`src/rtl/lcd_hline_timer.sv`:
```
module lcd_hline_timer #(
  parameter int PPL_W = 10,
  parameter int HSW_W = 6,
  parameter int ELW_W = 8,
  parameter int BLW_W = 8
) (
  input  logic                                 clk,
  input  logic                                 rst_n,
  input  logic                                 pix_en,
  input  logic                                 run,
  input  logic                                 mode_active,
  input  logic                                 cfg_we,
  input  logic [PPL_W+HSW_W+ELW_W+BLW_W-1:0]   cfg_wdata,
  output logic [PPL_W+HSW_W+ELW_W+BLW_W-1:0]   cfg_rdata,
  output logic                                 lclk,
  output logic                                 pclk_out,
  output logic                                 pix_valid,
  output logic [PPL_W-1:0]                     pix_idx
);
  localparam int REG_W  = PPL_W + HSW_W + ELW_W + BLW_W;
  localparam int HSW_LO = PPL_W;
  localparam int ELW_LO = HSW_LO + HSW_W;
  localparam int BLW_LO = ELW_LO + ELW_W;
  localparam int M1     = (PPL_W > HSW_W) ? PPL_W : HSW_W;
  localparam int M2     = (ELW_W > BLW_W) ? ELW_W : BLW_W;
  localparam int CNT_W  = (M1 > M2) ? M1 : M2;
  localparam logic [REG_W-1:0] WMASK = {{(REG_W-4){1'b1}}, 4'b0000};

  typedef enum logic [2:0] {IDLE, LEAD, PIX, TRAIL, SYNC} phase_t;

  logic [REG_W-1:0] cfg;
  phase_t           state;
  logic [CNT_W-1:0] cnt, lim;
  logic             tog;

  always_ff @(posedge clk or negedge rst_n)
    if (!rst_n)                cfg <= '0;
    else if (cfg_we && !run)   cfg <= cfg_wdata & WMASK;

  assign cfg_rdata = cfg;

  wire [PPL_W-1:0] f_ppl = cfg[PPL_W-1:0];
  wire [HSW_W-1:0] f_hsw = cfg[HSW_LO +: HSW_W];
  wire [ELW_W-1:0] f_elw = cfg[ELW_LO +: ELW_W];
  wire [BLW_W-1:0] f_blw = cfg[BLW_LO +: BLW_W];

  always_comb
    case (state)
      LEAD:    lim = CNT_W'(f_blw);
      PIX:     lim = CNT_W'(f_ppl) + CNT_W'(15);
      TRAIL:   lim = CNT_W'(f_elw);
      SYNC:    lim = CNT_W'(f_hsw);
      default: lim = '0;
    endcase

  always_ff @(posedge clk or negedge rst_n)
    if (!rst_n) begin
      state <= IDLE;
      cnt   <= '0;
      tog   <= 1'b0;
    end else if (!run) begin
      state <= IDLE;
      cnt   <= '0;
      tog   <= 1'b0;
    end else if (state == IDLE) begin
      state <= LEAD;
      cnt   <= '0;
    end else if (pix_en) begin
      tog <= ~tog;
      if (cnt == lim) begin
        cnt <= '0;
        case (state)
          LEAD:    state <= PIX;
          PIX:     state <= TRAIL;
          TRAIL:   state <= SYNC;
          default: state <= LEAD;
        endcase
      end else begin
        cnt <= cnt + 1'b1;
      end
    end

  assign lclk      = (state == SYNC);
  assign pix_valid = (state == PIX) && pix_en;
  assign pix_idx   = cnt[PPL_W-1:0];
  assign pclk_out  = tog && (mode_active ? (state != IDLE) : (state == PIX));

  a_r2_write_locked: assert property (@(posedge clk) disable iff (!rst_n)
    (run && cfg_we) |=> $stable(cfg_rdata));

  a_r5_idx_in_line: assert property (@(posedge clk) disable iff (!rst_n)
    pix_valid |-> ({1'b0, pix_idx} <= {1'b0, f_ppl} + (PPL_W+1)'(15)));

  a_r6_sync_after_trail: assert property (@(posedge clk) disable iff (!rst_n)
    $rose(lclk) |-> ($past(state) == TRAIL));

  a_r7_sync_no_pixel: assert property (@(posedge clk) disable iff (!rst_n)
    lclk |-> !pix_valid);

  a_r8_passive_gate: assert property (@(posedge clk) disable iff (!rst_n)
    (!mode_active && lclk) |-> !pclk_out);

  a_r10_idle_outputs: assert property (@(posedge clk) disable iff (!rst_n)
    !run |=> (!lclk && !pix_valid && !pclk_out));
endmodule

```
`config.mk`:
```
export PLATFORM = sky130hd
export DESIGN_NAME = lcd_hline_timer
export DESIGN_NICKNAME = d
export VERILOG_FILES = /design/src/rtl/lcd_hline_timer.sv
export SDC_FILE = /design/constraint.sdc
export NUM_CORES = 1
export LEC_CHECK = 0
export ABC_AREA = 1
export BUFFER_PORTS_ARGS = -buffer_cell sky130_fd_sc_hd__clkbuf_2
export CELL_PAD_IN_SITES_DETAIL_PLACEMENT = 1
export CELL_PAD_IN_SITES_GLOBAL_PLACEMENT = 2
export CORE_ASPECT_RATIO = 1.2
export CORE_MARGIN = 3
export CORE_UTILIZATION = 31
export DETAILED_ROUTE_END_ITERATION = 7
export PLACE_DENSITY = 0.88
export SETUP_SLACK_MARGIN = 0.05
export SYNTH_ARGS = -nofsm -noshare
export SYNTH_HDL_FRONTEND = slang
export SYNTH_SLANG_ARGS = --single-unit
```
`constraint.sdc`:
```
create_clock -name clk -period 4.35 [get_ports clk]
set_clock_uncertainty 0.05 [all_clocks]
set_input_delay 0.87 -clock clk [delete_from_list [all_inputs] [get_ports clk]]
set_output_delay 0.87 -clock clk [all_outputs]
set_load 0.05 [all_outputs]
```
[Yosys cells after proc, flatten, opt, wreduce, memory -nomap -nowiden]
Index checks and enable logic that the tools add are counted.
Word-level totals
  word-level logic and storage cells: 38
  input port bits: 38
  flip-flop bits (word level): 42
  output and inout bits: 45
Cells by class
  bitwise operators: 1
  muxes and demuxes: 14
  reductions and logical operators: 8
  equal/unequal tests: 9
  $add $sub $neg: 2
Operators with widths (count)
  $mux 10: 4
  $pmux 10 s4: 1
  $mux 3: 4
  $add 10x1->10 const B: 1
  $add 10x4->10 const B: 1
  $eq 10x10->1: 1
  $pmux 3 s3: 1
  $eq 3x2->1 const B: 2
  $mux 1: 4
  $ne 2x2->1 const B: 2
  $reduce_and 2->1: 2
  $eq 3x1->1 const B: 1
  $eq 3x3->1 const B: 1
  $logic_and 1x1->1: 3
  $logic_not 3->1: 1
  $ne 3x1->1 const B: 1
  $ne 3x2->1 const B: 1
  $reduce_bool 3->1: 1
  $logic_not 1->1: 1
  $not 1->1: 1

[Logic depth before layout (Yosys ltp)]
  depth in word-level cells: 7
  gate-level depth with buffers: 16
  mapped depth without buffers: 15

[Least setup slack after synthesis]
OpenSTA, ideal clock, no wires.
  kind: input-to-output
  start point: input mode_active
  end point: output pclk_out
  required time: 3430 ps
  arrival time: 1981 ps
  slack: 1449 ps
  path buffers: 0
  stages on the path: 2
  cell sequence: nor2_1 -> nor3_1
Between the ends
  word-level cells in the longest chain between the ends: 2
Ends and longest elaborated chain
  start: declaration: line 11  | input logic mode_active,
  $mux 1: line 86  | assign pclk_out = tog && (mode_active ? (state != IDLE) : (state == PIX));
  $logic_and 1x1->1: line 86
  end: declaration: line 16  | output logic pclk_out,
No other way between the ends.

[Worst setup path in the final report]
  start point: register state[0]
  end point: output pclk_out
Between the ends
  word-level cells in the longest chain between the ends: 3
  elaborated cells between the ends (all ways): 4
  those cells by class: eq/ne (1); mux (1); reduce/logical (2)
Ends and longest elaborated chain
  start: declaration: line 32  | phase_t state;
  start signal: assignment: line 58  | state <= IDLE;
  start signal: assignment: line 62  | state <= IDLE;
  start signal: assignment: line 66  | state <= LEAD;
  $eq 3x2->1 or $reduce_bool 3->1 (tied branches): line 86
  $mux 1 (*): line 86
  $logic_and 1x1->1 (*): line 86
Mark *: on every way between the ends. The rest lies on a longest branch, timed or not.

==> out/metrics.cfg <==
[placement]
dpl_worst_slack_ps=1790
portBuffers=74
gp_congestion=0.763
dp_hpwl_um=5010

[global_routing]
overflow=0
grt_max_degree=43
grt_pass1_vias=2184
track_usage_pct=15.0
grt_first_pass_wirelength_um=10500
antenna_found_initial=0

[route]
vias_per_cell=4.86
routedWlPerCell_um=14.9
drc=0
dr.pass1.iters=4
ant_nets=0
wl_um=6320
drt_iter0_drc=120
num_vias=2062

[floorplanning]
chipHeight_um=102
die_w_um=86.1
start_util_pct=32.4
io-pin-count=83
die_area_sq_mm=0.00879
coreArea_sq_mm=0.00736
core.rowCount=34

[final_layout]
fillers=890
nNetsFinal=372
diodes=0
area_delta_synth_final_pct=19.9
final_common_cell=clkbuf_2
most-common-layout-cells=clkbuf_2 (74), nand2_1 (50), dfrtp_1 (42), mux2_2 (24), nor2_1 (23)
final_core_util_pct=38.9
drive_gt1_share_pct=38.0

[critical_path]
end_kind=primary output
path_cells=nor2_4, nand2_1, inv_1, nor3_1, clkbuf_2
crit_path_start_kind=register
cp_top_family=flip-flops
path_buf_inv=2
max_stage_delay_ps=880
critical_path_arrival_ps=1970
worstSetupPathType=reg -> out
cp_max_fo=18
crit_slowest_cell=dfrtp_1
required_ps=3430

[logic_synthesis]
syn_avg_cell_area_sq_um=9.08
yosys.cell_types.count=35
yosys_warnings=0
syn_inst=263
synth-seq-cells=42
synthesis.area_sq_mm=0.00239
yosysSeqAreaShare_pct=44.0

[min_path]
hold_class=reg -> reg

[timing]
setup-tns-final_ps=0
rsz0062_at_grt=no
drv_slew=0
period_share_pct=66.5
timing.fmax_mhz=346
max_slew_margin_pct=29.1
fin_ws_ps=1460
tightest_slew_ps=1060
final-hold-violation-count=0
fin_crit_ps=2890
setup_viol=0

[cts]
cts_htree_levels=2
numCtsBuffers=5
worst_skew_pair.late_latency_ps=290
cts_resized=0
cts_tree=built
holdBufCountCts=0
root_buffer=clkbuf_8
cts.path.max_buffers=2
clock_sinks=42
postCtsSetupBuffers=0
path_clk_slew_ps=90

[power_and_ir_drop]
power_density_mw_per_mm2=504
leakage_nw=1.45
peakVddDrop_v=0.000197

[outcome]
outcome=complete, no violations

[run]
cap_violations=0

[layer usage]
layer | wire length [um] | GRT usage [%] | vias to the layer above
li1 | - | - | 1006
met1 | 2700 | 18.5 | 998
met2 | 3230 | 26.4 | 51
met3 | 320 | 3.47 | 7
met4 | 70 | 3.65 | 0
met5 | 0 | 0 | -
[cell usage after synthesis]
cell | count | area share [%]
conb_1 | 1 | 0.16
nor2_8 | 1 | 0.84
nor2_2 | 4 | 1.0
nand3_1 | 21 | 4.4
nand4_1 | 9 | 2.4
xor2_1 | 6 | 2.2
buf_6 | 6 | 2.8
nor3_2 | 1 | 0.42
nor2_1 | 23 | 3.6
o211ai_1 | 1 | 0.31
nand3_2 | 2 | 0.84
nor4_1 | 1 | 0.26
o22ai_1 | 1 | 0.26
nand2_8 | 1 | 0.84
a21oi_1 | 17 | 3.6
o21ai_1 | 2 | 0.42
mux2_2 | 24 | 11
ha_1 | 1 | 0.52
nand3b_1 | 1 | 0.31
nor3_1 | 3 | 0.63
inv_2 | 1 | 0.16
buf_1 | 3 | 0.47
inv_4 | 1 | 0.26
o21ai_0 | 5 | 1.0
nand4_2 | 3 | 1.6
buf_4 | 5 | 1.6
nand2_1 | 50 | 7.9
nor2_4 | 1 | 0.47
xnor2_1 | 1 | 0.37
inv_1 | 19 | 3.0
nand2_2 | 3 | 0.79
buf_2 | 1 | 0.21
nor3_4 | 1 | 0.68
inv_6 | 1 | 0.37
dfrtp_1 | 42 | 44
[worst min-delay path, delay by kind of cell, from the launching register on]
kind | cells | cell delay, ps
flops | 1 | 380
buf+inv | 1 | 70
compound gates | 1 | 60
[state kept, by name, summed over array words and instances (netlist names)]
| name | flops |
|---|---|
| cfg_rdata | 28 |
| pix_idx | 10 |
| state | 3 |
| tog | 1 |
[per-stage QoR]
step                      hold slack [ps]  cell area [sq um]  total power [mW]  std cells
after global placement                473               2770              1.17        416
after floorplan                       499               2400              1.06        266
final                                 495               2860              1.44        424
after CTS                             496               2860              1.46        424
after global routing                  522               2860              1.55        424
after detailed placement              476               2770              1.19        416
[area by class of cell]
type / count / area [sq um] / area share (%)
Tap cell: 90 / 113 / 3.93
Multi-Input combinational cell: 187 / 1140 / 39.7
Timing Repair Buffer: 75 / 378 / 13.2
Clock inverter: 2 / 12.5 / 0.437
Clock buffer: 6 / 82.6 / 2.88
Inverter: 22 / 90.1 / 3.15
Sequential cell: 42 / 1050 / 36.7
[kinds of logic (layout without fill, tap and decap cells)]
logic type,Yosys count,in the layout,synth area share (%)
flip-flops,42,42,44.0
multiplexers,24,24,11.3
XOR/XNOR,7,7,2.57
adder cells (fa/ha/maj),1,1,0.524
buffers and inverters,37,105,8.86
other,1,4,0.157
AND/OR/NAND/NOR,125,125,26.9
AO/OA/AOI/OAI,26,26,5.61
[worst paths after layout]
| kind | slack, ps | from | cells after the start | end |
|---|---|---|---|---|
| max reg2reg | 1760 | state[1] | 13 | state[0] |
| max | 1460 | state[0] | 5 | pclk_out |
| min in group asynchronous | 710 | rst_n | 1 | cfg_rdata[16] |
| min reg2reg | 490 | cfg_rdata[22] | 2 | cfg_rdata[22] |
| min | 490 | cfg_rdata[22] | 2 | cfg_rdata[22] |
| max in group asynchronous | 2890 | rst_n | 1 | cfg_rdata[8] |
[where the power goes]
part,switching (mW),internal (mW)
clock network,0.137,0.128
logic,0.452,0.185
registers,0.0962,0.443
total,0.686,0.756
Power figures use the tool's default switching activity.
